**src/rtl/dac_loader_pkg.sv**
```systemverilog
package dac_loader_pkg;
  typedef enum logic [1:0] {
    CH_IDLE  = 2'd0,
    CH_SHIFT = 2'd1,
    CH_TAIL  = 2'd2,
    CH_LOAD  = 2'd3
  } ch_state_e;
endpackage

```
**src/rtl/dac_rst_sync.sv**
```systemverilog
module dac_rst_sync #(
  parameter int STAGES = 2
) (
  input  logic clk,
  input  logic rst_n,
  output logic rst_n_sync
);
  logic [STAGES-1:0] sync_q;

  always_ff @(posedge clk or negedge rst_n) begin
    if (!rst_n) sync_q <= '0;
    else        sync_q <= {sync_q[STAGES-2:0], 1'b1};
  end

  assign rst_n_sync = sync_q[STAGES-1];
endmodule

```
**src/rtl/dac_chan_ser.sv**
```systemverilog
module dac_chan_ser
  import dac_loader_pkg::*;
#(
  parameter int NBITS   = 12,
  parameter int CLK_DIV = 4
) (
  input  logic             clk,
  input  logic             rst_n,
  input  logic             wr_en,
  input  logic [NBITS-1:0] wr_word,
  output logic             sel_n,
  output logic             sclk,
  output logic             sdata,
  output logic             load,
  output logic             busy
);
  localparam int CW   = (CLK_DIV > 1) ? $clog2(CLK_DIV) : 1;
  localparam int BW   = $clog2(NBITS);
  localparam int HALF = CLK_DIV / 2;

  ch_state_e        st_q, st_d;
  logic [CW-1:0]    cyc_q, cyc_d;
  logic [BW-1:0]    bit_q, bit_d;
  logic [NBITS-1:0] sh_q, sh_d;
  logic [NBITS-1:0] hold_q, hold_d;
  logic             pend_q, pend_d;
  logic             period_end;
  logic [CW-1:0]    cyc_inc;
  logic             start;

  assign period_end = (cyc_q == CW'(CLK_DIV - 1));
  assign cyc_inc    = period_end ? '0 : cyc_q + 1'b1;

  always_comb begin
    st_d   = st_q;
    cyc_d  = cyc_q;
    bit_d  = bit_q;
    sh_d   = sh_q;
    hold_d = hold_q;
    pend_d = pend_q;
    start  = 1'b0;
    unique case (st_q)
      CH_IDLE: begin
        if (pend_q) start = 1'b1;
      end
      CH_SHIFT: begin
        cyc_d = cyc_inc;
        if (period_end) begin
          if (bit_q == BW'(NBITS - 1)) begin
            st_d = CH_TAIL;
          end else begin
            bit_d = bit_q + 1'b1;
            sh_d  = {sh_q[NBITS-2:0], 1'b0};
          end
        end
      end
      CH_TAIL: begin
        cyc_d = cyc_inc;
        if (period_end) st_d = CH_LOAD;
      end
      CH_LOAD: begin
        cyc_d = cyc_inc;
        if (period_end) begin
          if (pend_q) start = 1'b1;
          else        st_d  = CH_IDLE;
        end
      end
      default: st_d = CH_IDLE;
    endcase
    if (start) begin
      st_d   = CH_SHIFT;
      cyc_d  = '0;
      bit_d  = '0;
      sh_d   = hold_q;
      pend_d = 1'b0;
    end
    if (wr_en) begin
      hold_d = wr_word;
      pend_d = 1'b1;
    end
  end

  always_ff @(posedge clk or negedge rst_n) begin
    if (!rst_n) begin
      st_q   <= CH_IDLE;
      cyc_q  <= '0;
      bit_q  <= '0;
      sh_q   <= '0;
      hold_q <= '0;
      pend_q <= 1'b0;
    end else begin
      st_q   <= st_d;
      cyc_q  <= cyc_d;
      bit_q  <= bit_d;
      sh_q   <= sh_d;
      hold_q <= hold_d;
      pend_q <= pend_d;
    end
  end

  assign sel_n = !((st_q == CH_SHIFT) || (st_q == CH_TAIL));
  assign sclk  = (st_q == CH_SHIFT) && (cyc_q >= CW'(HALF));
  assign sdata = (st_q == CH_SHIFT) && sh_q[NBITS-1];
  assign load  = (st_q == CH_LOAD);
  assign busy  = pend_q || (st_q != CH_IDLE);
endmodule

```
**src/rtl/dac_group_loader.sv**
```systemverilog
module dac_group_loader #(
  parameter int NCH     = 4,
  parameter int DW      = 16,
  parameter int NBITS   = 12,
  parameter int CLK_DIV = 4,
  localparam int CHW    = $clog2(NCH)
) (
  input  logic           clk,
  input  logic           rst_n,
  input  logic           wr_en,
  input  logic [CHW-1:0] wr_chan,
  input  logic [DW-1:0]  wr_data,
  output logic [NCH-1:0] sel_n,
  output logic [NCH-1:0] sclk,
  output logic [NCH-1:0] sdata,
  output logic [NCH-1:0] load,
  output logic [NCH-1:0] busy
);
  logic rst_n_int;
  logic unused_hi;

  assign unused_hi = ^wr_data[DW-1:NBITS];

  dac_rst_sync #(.STAGES(2)) u_rst (
    .clk        (clk),
    .rst_n      (rst_n),
    .rst_n_sync (rst_n_int)
  );

  for (genvar c = 0; c < NCH; c++) begin : g_ch
    logic ch_wr;
    assign ch_wr = wr_en && (wr_chan == CHW'(c));

    dac_chan_ser #(.NBITS(NBITS), .CLK_DIV(CLK_DIV)) u_ser (
      .clk     (clk),
      .rst_n   (rst_n_int),
      .wr_en   (ch_wr),
      .wr_word (wr_data[NBITS-1:0]),
      .sel_n   (sel_n[c]),
      .sclk    (sclk[c]),
      .sdata   (sdata[c]),
      .load    (load[c]),
      .busy    (busy[c])
    );
  end
endmodule

```
**config.mk**
```make
export PLATFORM = sky130hd
export DESIGN_NAME = dac_group_loader
export DESIGN_NICKNAME = d
export VERILOG_FILES = /design/src/rtl/dac_loader_pkg.sv /design/src/rtl/dac_rst_sync.sv /design/src/rtl/dac_chan_ser.sv /design/src/rtl/dac_group_loader.sv
export SDC_FILE = /design/constraint.sdc
export NUM_CORES = 1
export LEC_CHECK = 0
export BUFFER_PORTS_ARGS = -buffer_cell sky130_fd_sc_hd__buf_2
export CORE_MARGIN = 2
export CORE_UTILIZATION = 40
export CTS_CLUSTER_SIZE = 40
export DETAILED_ROUTE_END_ITERATION = 12
export PLACE_DENSITY_LB_ADDON = 0.12
export SLEW_MARGIN = 0
export SYNTH_ARGS = -nofsm -noshare
export SYNTH_HDL_FRONTEND = slang
export SYNTH_SLANG_ARGS = --single-unit
```
**constraint.sdc**
```tcl
create_clock -name clk -period 6 [get_ports clk]
set_clock_uncertainty 0.05 [all_clocks]
set_input_delay 0.9 -clock clk [delete_from_list [all_inputs] [get_ports clk]]
set_output_delay 0.9 -clock clk [all_outputs]
set_load 0.05 [all_outputs]
```
### After elaboration in Yosys (flattened, before gate mapping)

Index checks and enable logic that the tools add are counted.
W data, S select, Z words.

| storage, ports and cells | value |
|---|---|
| flip-flop bits (word level) | 134 |

| operators by class | value |
|---|---|
| $add $sub $neg | 8 |
| order comparisons | 4 |
| equality and inequality tests | 47 |
| multiplexer cells | 92 |
| reduce and logical (&&, ||, !) cells | 65 |

Operator list:

| cell | count |
|---|---|
| $mux W12 | 16 |
| $mux W2 | 36 |
| $mux W4 | 16 |
| $reduce_bool A2 Y1 | 20 |
| $ne A3 B1 Y1 const B | 12 |
| $eq A2 B2 Y1 const B | 14 |
| $ne A3 B3 Y1 const B | 8 |
| $pmux W2 S3 | 4 |
| $reduce_and A6 Y1 | 4 |
| $add A4 B1 Y4 const B | 4 |
| $eq A4 B4 Y1 const B | 4 |
| $mux W1 | 16 |
| $reduce_bool A4 Y1 | 4 |
| $logic_and A1 B1 Y1 | 12 |
| $reduce_and A3 Y1 | 4 |
| $reduce_or A3 Y1 | 4 |
| $eq A2 B1 Y1 const B | 5 |
| $logic_not A2 Y1 | 5 |
| $add A2 B1 Y2 const B | 4 |
| $ge A2 B2 Y1 const B | 4 |
| $logic_or A1 B1 Y1 | 8 |
| $ne A2 B1 Y1 const B | 4 |
| $pmux W1 S2 | 4 |
| $logic_not A1 Y1 | 4 |

### Longest topological paths before layout

| logic depth | value |
|---|---|
| depth after elaboration | 5 |
| gate-level depth with buffers | 9 |
| gate-level depth less buffers | 6 |

### By module

From an unflattened synthesis, not the netlist that was laid out.

| unflattened totals | value |
|---|---|
| cell total of the unflattened synthesis | 623 |
| area, all modules | 6,582.6 um^2 |

By module, submodules not included:

| module | instances | cells each | area each (um^2) | sequential area each (um^2) |
|---|---|---|---|---|
| dac_chan_ser | 4 | 154 | 1,622.8 | 825.8 |
| dac_rst_sync | 1 | 3 | 53.8 | 50.0 |
| dac_group_loader | 1 | 4 | 37.5 | 0.0 |

### Worst setup path before layout

OpenSTA, ideal clock, no wires.

| path | value |
|---|---|
| path type | flip-flop to output port |
| from | register g_ch[3].u_ser.st_q[1] |
| to | output sdata[3] |
| data arrival time | 1,186 ps |
| required time | 5,050 ps |
| path slack | 3,864 ps |
| stages on the path, launching flop included | 6 |
| buffers on the path | 2 |
| cell sequence | dfrtp_1 -> inv_1 -> ha_1 -> clkbuf_1 -> and2_1 -> buf_4 |

| between the ends | value |
|---|---|
| word-level cells in the longest chain between the ends | 2 |

Ends and longest elaborated chain:

| element | line | text |
|---|---|---|
| from (decl) | dac_chan_ser.sv:21 | `ch_state_e st_q, st_d;` |
| from (signal assigned) | dac_chan_ser.sv:92 | `st_q <= st_d;` |
| $eq A2 B1 Y1 | dac_chan_ser.sv:103 | `assign sdata = (st_q == CH_SHIFT) && sh_q[NBITS-1];` |
| $logic_and A1 B1 Y1 | dac_chan_ser.sv:103 |  |
| to (decl) | dac_group_loader.sv:15 | `output logic [NCH-1:0] sdata,` |

No other way between the ends.

### Worst setup path after layout

Same ends and word-level chain as after synthesis.

==> results.sh <==
export IMPL_finish_net_count=638
export IMPL_critical_path_cell_chain="inv_1 > ha_1 > and2_1 > buf_2"
export IMPL_die_width_um=132
export IMPL_n_fill_cell=1529
export IMPL_critical_path_startpoint_type="flip-flop"
export IMPL_grt_antenna_before_repair=0
export IMPL_ys_types=52
export IMPL_place_congestion=0.768
export IMPL_global_route_usage_total_pct=15.4
export IMPL_cell_internal_pwr_mw=1.84
export IMPL_largest_net_degree_at_the_start_of_global_routing=73
export IMPL_max_vdd_ir_drop_uv=222
export IMPL_detailed_place_hpwl_um=8040
export IMPL_synth_top_area_share_pct=51.4
export IMPL_clk_root_buffer_cell="sky130_fd_sc_hd__clkbuf_16"
export IMPL_synthCells=569
export IMPL_fin_total_pwr_mw=2.59
export IMPL_vias_in_the_first_global_route=4234
export IMPL_most_common_layout_cells="133 x sky130_fd_sc_hd__dfrtp_1, 49 x sky130_fd_sc_hd__mux2_2, 43 x sky130_fd_sc_hd__nand2_1, 43 x sky130_fd_sc_hd__o21ai_0, 40 x sky130_fd_sc_hd__nor2_1"
export IMPL_syn_avg_cell_area_um2=11.5
export IMPL_drt_iter0_markers=190
export IMPL_origin_of_the_worst_setup_path="g_ch[3].u_ser.st_q[1]"
export IMPL_synthesis_yosys_warnings=0
export IMPL_top_level_ports=41
export IMPL_cts_clk_slew_worst_paths_ns=0.06
export IMPL_ys_top_cells_by_area="sky130_fd_sc_hd__dfrtp_1 51%, sky130_fd_sc_hd__mux2_2 8.5%, sky130_fd_sc_hd__ha_1 6.3%, sky130_fd_sc_hd__mux2i_1 5.7%, sky130_fd_sc_hd__o21ai_0 3.3%"
export IMPL_final_min_period_over_clock_period_pct=44.4
export IMPL_synth_area_leader_cell="sky130_fd_sc_hd__dfrtp_1"
export IMPL_die_height_um=132
export IMPL_min_path_type="in -> async"
export IMPL_start_util_pct=41.0
export IMPL_async_reset_ff_share_pct=100
export IMPL_synthFlopType="sky130_fd_sc_hd__dfrtp_1"
export IMPL_drt_drc_violations_left=0
export IMPL_combinationalPowerShare_pct=18.3
export IMPL_postSynthNetCount=623
export IMPL_clock_power_share_pct=38.4
export IMPL_htreeDepth=4
export IMPL_layout_commonest_cell="sky130_fd_sc_hd__dfrtp_1"
export IMPL_hold_bufs_at_cts=0
export IMPL_cp_arrival_ns=1.71
export IMPL_number_of_enable_type_register_cells_in_the_synthesized_netlist=0
export IMPL_post_cts_resized=0
export IMPL_power_leakage_nw=3.32
export IMPL_global_route_overflow_total=0
export IMPL_max_cap_violations=0
export IMPL_final_min_clock_period_ns=2.66
export IMPL_clock_sinks=134
export IMPL_synth_seq_cells=134
export IMPL_totalWireLength_um=12000
export IMPL_port_buffers=36
export IMPL_r2r_start="g_ch[2].u_ser.st_q[1]"
export IMPL_critical_path_cell_count=4
export IMPL_max_stage_delay_ns=0.43
export IMPL_hold_worst_slack_ns=0.203
export IMPL_cts_buffers_inserted=17
export IMPL_fmax_ghz=0.376
export IMPL_slew_violations=0
export IMPL_worst_path_max_fanout=9
export IMPL_worst_margin_slew_ns=1.05
export IMPL_worst_slew_margin_rel_pct=29.8
export IMPL_final_design_area_no_fill_um2=7310
export IMPL_routed_via_count=4091
export IMPL_die_area_um2=17300
export IMPL_unrepaired_setup_endpoints_after_global_routing="false"
export IMPL_worstPathRequired_ns=5.05
export IMPL_syn_area_um2=6520
export IMPL_setup_worst_path_end_class="output port"
export IMPL_dp_worst_setup_slack_ns=3.43
export IMPL_detailed_place_area_um2=6750
export IMPL_clock_tree_buffer_depth=2
export IMPL_cts_tree="done"
export IMPL_final_setup_viol_count=0
export IMPL_core_rowCount=46
export IMPL_final_setup_worst_slack_ns=3.34
export IMPL_seqCellArea_um2=3360
export IMPL_final_layout_size_suffix_gt1_share_pct=24.3
export IMPL_multiInputGateArea_um2=2840
export IMPL_finalHoldViolCount=0
export IMPL_grt_pass1_wl_um=21200
export IMPL_insertedDiodeCount=0
export IMPL_post_cts_buffers=0
export IMPL_timing_setup_critical_path_class="reg -> out"
export IMPL_timing_reg2reg_worst_path_depth=7
export IMPL_flow_area_growth_from_synthesis_pct=12.2
export IMPL_routedWlPerCell_um=14.8
export IMPL_clkLatencyLatePin_ns=0.42
export IMPL_cp_top_family="flip-flops"
export IMPL_drt_pass1_iterations=4
export IMPL_core_footprint_um2=15900
export IMPL_vias_per_cell=5.03
export IMPL_outcome="complete, no violations"
export IMPL_synth_seq_area_share_pct=51.4
export IMPL_timing_critical_path_buf_inv=2
export IMPL_netSwitchingFraction_pct=28.8
export IMPL_detail_route_antenna_nets=0
export IMPL_fin_setup_tns_ns=0
export IMPL_power_density_nw_per_um2=354
export IMPL_power_switching_mw=0.746
export IMPL_portion_of_total_power_attributed_to_sequential_cells_pct=43.3
export IMPL_crit_path_top_delay_cell="sky130_fd_sc_hd__dfrtp_1"
[per-stage QoR]
step	instances	util, %
after floorplan	569	-
after global placement	781	42.5
after detailed placement	781	42.5
after CTS	813	46.0
after global routing	813	46.0
final	813	46.0
[cell families (layout without fill, tap and decap cells)]
| kind of cell | Yosys count | in the layout | synth area share (%) |
|---|---|---|---|
| AOI/OAI and AO/OA | 92 | 92 | 9.83 |
| other | 1 | 1 | 0.0575 |
| DFF | 134 | 134 | 51.4 |
| and+or+nand+nor | 146 | 146 | 11.2 |
| buffers and inverters | 64 | 92 | 5.20 |
| xor gates and xnor gates | 12 | 12 | 1.61 |
| adders and majority gates | 33 | 33 | 6.33 |
| muxes | 87 | 87 | 14.4 |
[final cells by class]
class                   count  share of cell area (%)
flip-flops and latches    134                    45.9
inverters                  20                    1.03
clock buffers              18                    5.87
well taps                 216                    3.69
clock inverters            14                    1.86
repair buffers             40                    2.87
multi-input cells         371                    38.8
[synth_stat cells (2+ instances only)]
| library cell | instances |
|---|---|
| sky130_fd_sc_hd__a21oi_1 | 8 |
| sky130_fd_sc_hd__xor2_1 | 5 |
| sky130_fd_sc_hd__clkbuf_1 | 10 |
| sky130_fd_sc_hd__and4_2 | 2 |
| sky130_fd_sc_hd__inv_1 | 20 |
| sky130_fd_sc_hd__dfrtp_1 | 134 |
| sky130_fd_sc_hd__and4_1 | 2 |
| sky130_fd_sc_hd__nor3_1 | 5 |
| sky130_fd_sc_hd__nor2_1 | 40 |
| sky130_fd_sc_hd__ha_1 | 33 |
| sky130_fd_sc_hd__nand2_1 | 43 |
| sky130_fd_sc_hd__buf_2 | 10 |
| sky130_fd_sc_hd__xnor2_1 | 7 |
| sky130_fd_sc_hd__nor2b_1 | 2 |
| sky130_fd_sc_hd__o31ai_1 | 3 |
| sky130_fd_sc_hd__o21a_1 | 4 |
| sky130_fd_sc_hd__o221a_2 | 12 |
| sky130_fd_sc_hd__o21ai_0 | 43 |
| sky130_fd_sc_hd__and2_1 | 10 |
| sky130_fd_sc_hd__a21o_1 | 3 |
| sky130_fd_sc_hd__a211oi_1 | 3 |
| sky130_fd_sc_hd__nand4_1 | 3 |
| sky130_fd_sc_hd__buf_4 | 23 |
| sky130_fd_sc_hd__nand3b_1 | 6 |
| sky130_fd_sc_hd__nor3b_1 | 2 |
| sky130_fd_sc_hd__mux2_2 | 49 |
| sky130_fd_sc_hd__or3_1 | 13 |
| sky130_fd_sc_hd__a22o_1 | 3 |
| sky130_fd_sc_hd__nand3_1 | 6 |
| sky130_fd_sc_hd__a221oi_1 | 2 |
| sky130_fd_sc_hd__mux2i_1 | 37 |
| sky130_fd_sc_hd__nand2b_1 | 6 |
[per-layer routing]
layer  vias to the layer above  global-route usage [%]  routed length [um]
li1                       2003                       -                   -
met1                      2028                    20.9                6060
met2                        43                    23.7                5450
met3                        17                    3.82                 291
met4                         0                    5.98                 196
met5                         -                       0                   0
[registers in the layout, summed over array words and instances, names as in the netlist]
register	count
g_ch.u_ser.bit_q	16
g_ch.u_ser.cyc_q	8
g_ch.u_ser.hold_q	48
g_ch.u_ser.pend_q	4
g_ch.u_ser.sh_q	48
g_ch.u_ser.st_q	8
u_rst.sync_q	2
[final timing paths]
kind / end / slack, ns
setup / recovery: sdata[3] / 3.34
hold / removal: u_rst.sync_q[1] / 0.20
setup reg to reg: g_ch[2].u_ser.st_q[1] / 3.45
hold reg to reg: u_rst.sync_q[1] / 0.30
max in group asynchronous: g_ch[1].u_ser.sh_q[6] / 4.15
min in group clk: u_rst.sync_q[1] / 0.30
[worst register-to-register path, stage by stage, from the launching register on]
cell                       delay (ns)
sky130_fd_sc_hd__dfrtp_1         0.43
sky130_fd_sc_hd__inv_1           0.09
sky130_fd_sc_hd__ha_1            0.36
sky130_fd_sc_hd__nand2b_4        0.18
sky130_fd_sc_hd__nor2_1          0.67
sky130_fd_sc_hd__buf_4           0.34
sky130_fd_sc_hd__nor2_1          0.06
sky130_fd_sc_hd__mux2_4          0.26
[power groups by stage]
stage | logic, mW | clock network [mW] | registers (mW)
floorplan | 0.415 | 0 | 1.12
global placement | 0.466 | 0 | 1.13
detailed placement | 0.480 | 0 | 1.14
CTS | 0.482 | 1.02 | 1.12
global route | 0.538 | 1.07 | 1.14
finish | 0.475 | 0.993 | 1.12
Note: power is estimated with default switching activity, not from simulation.
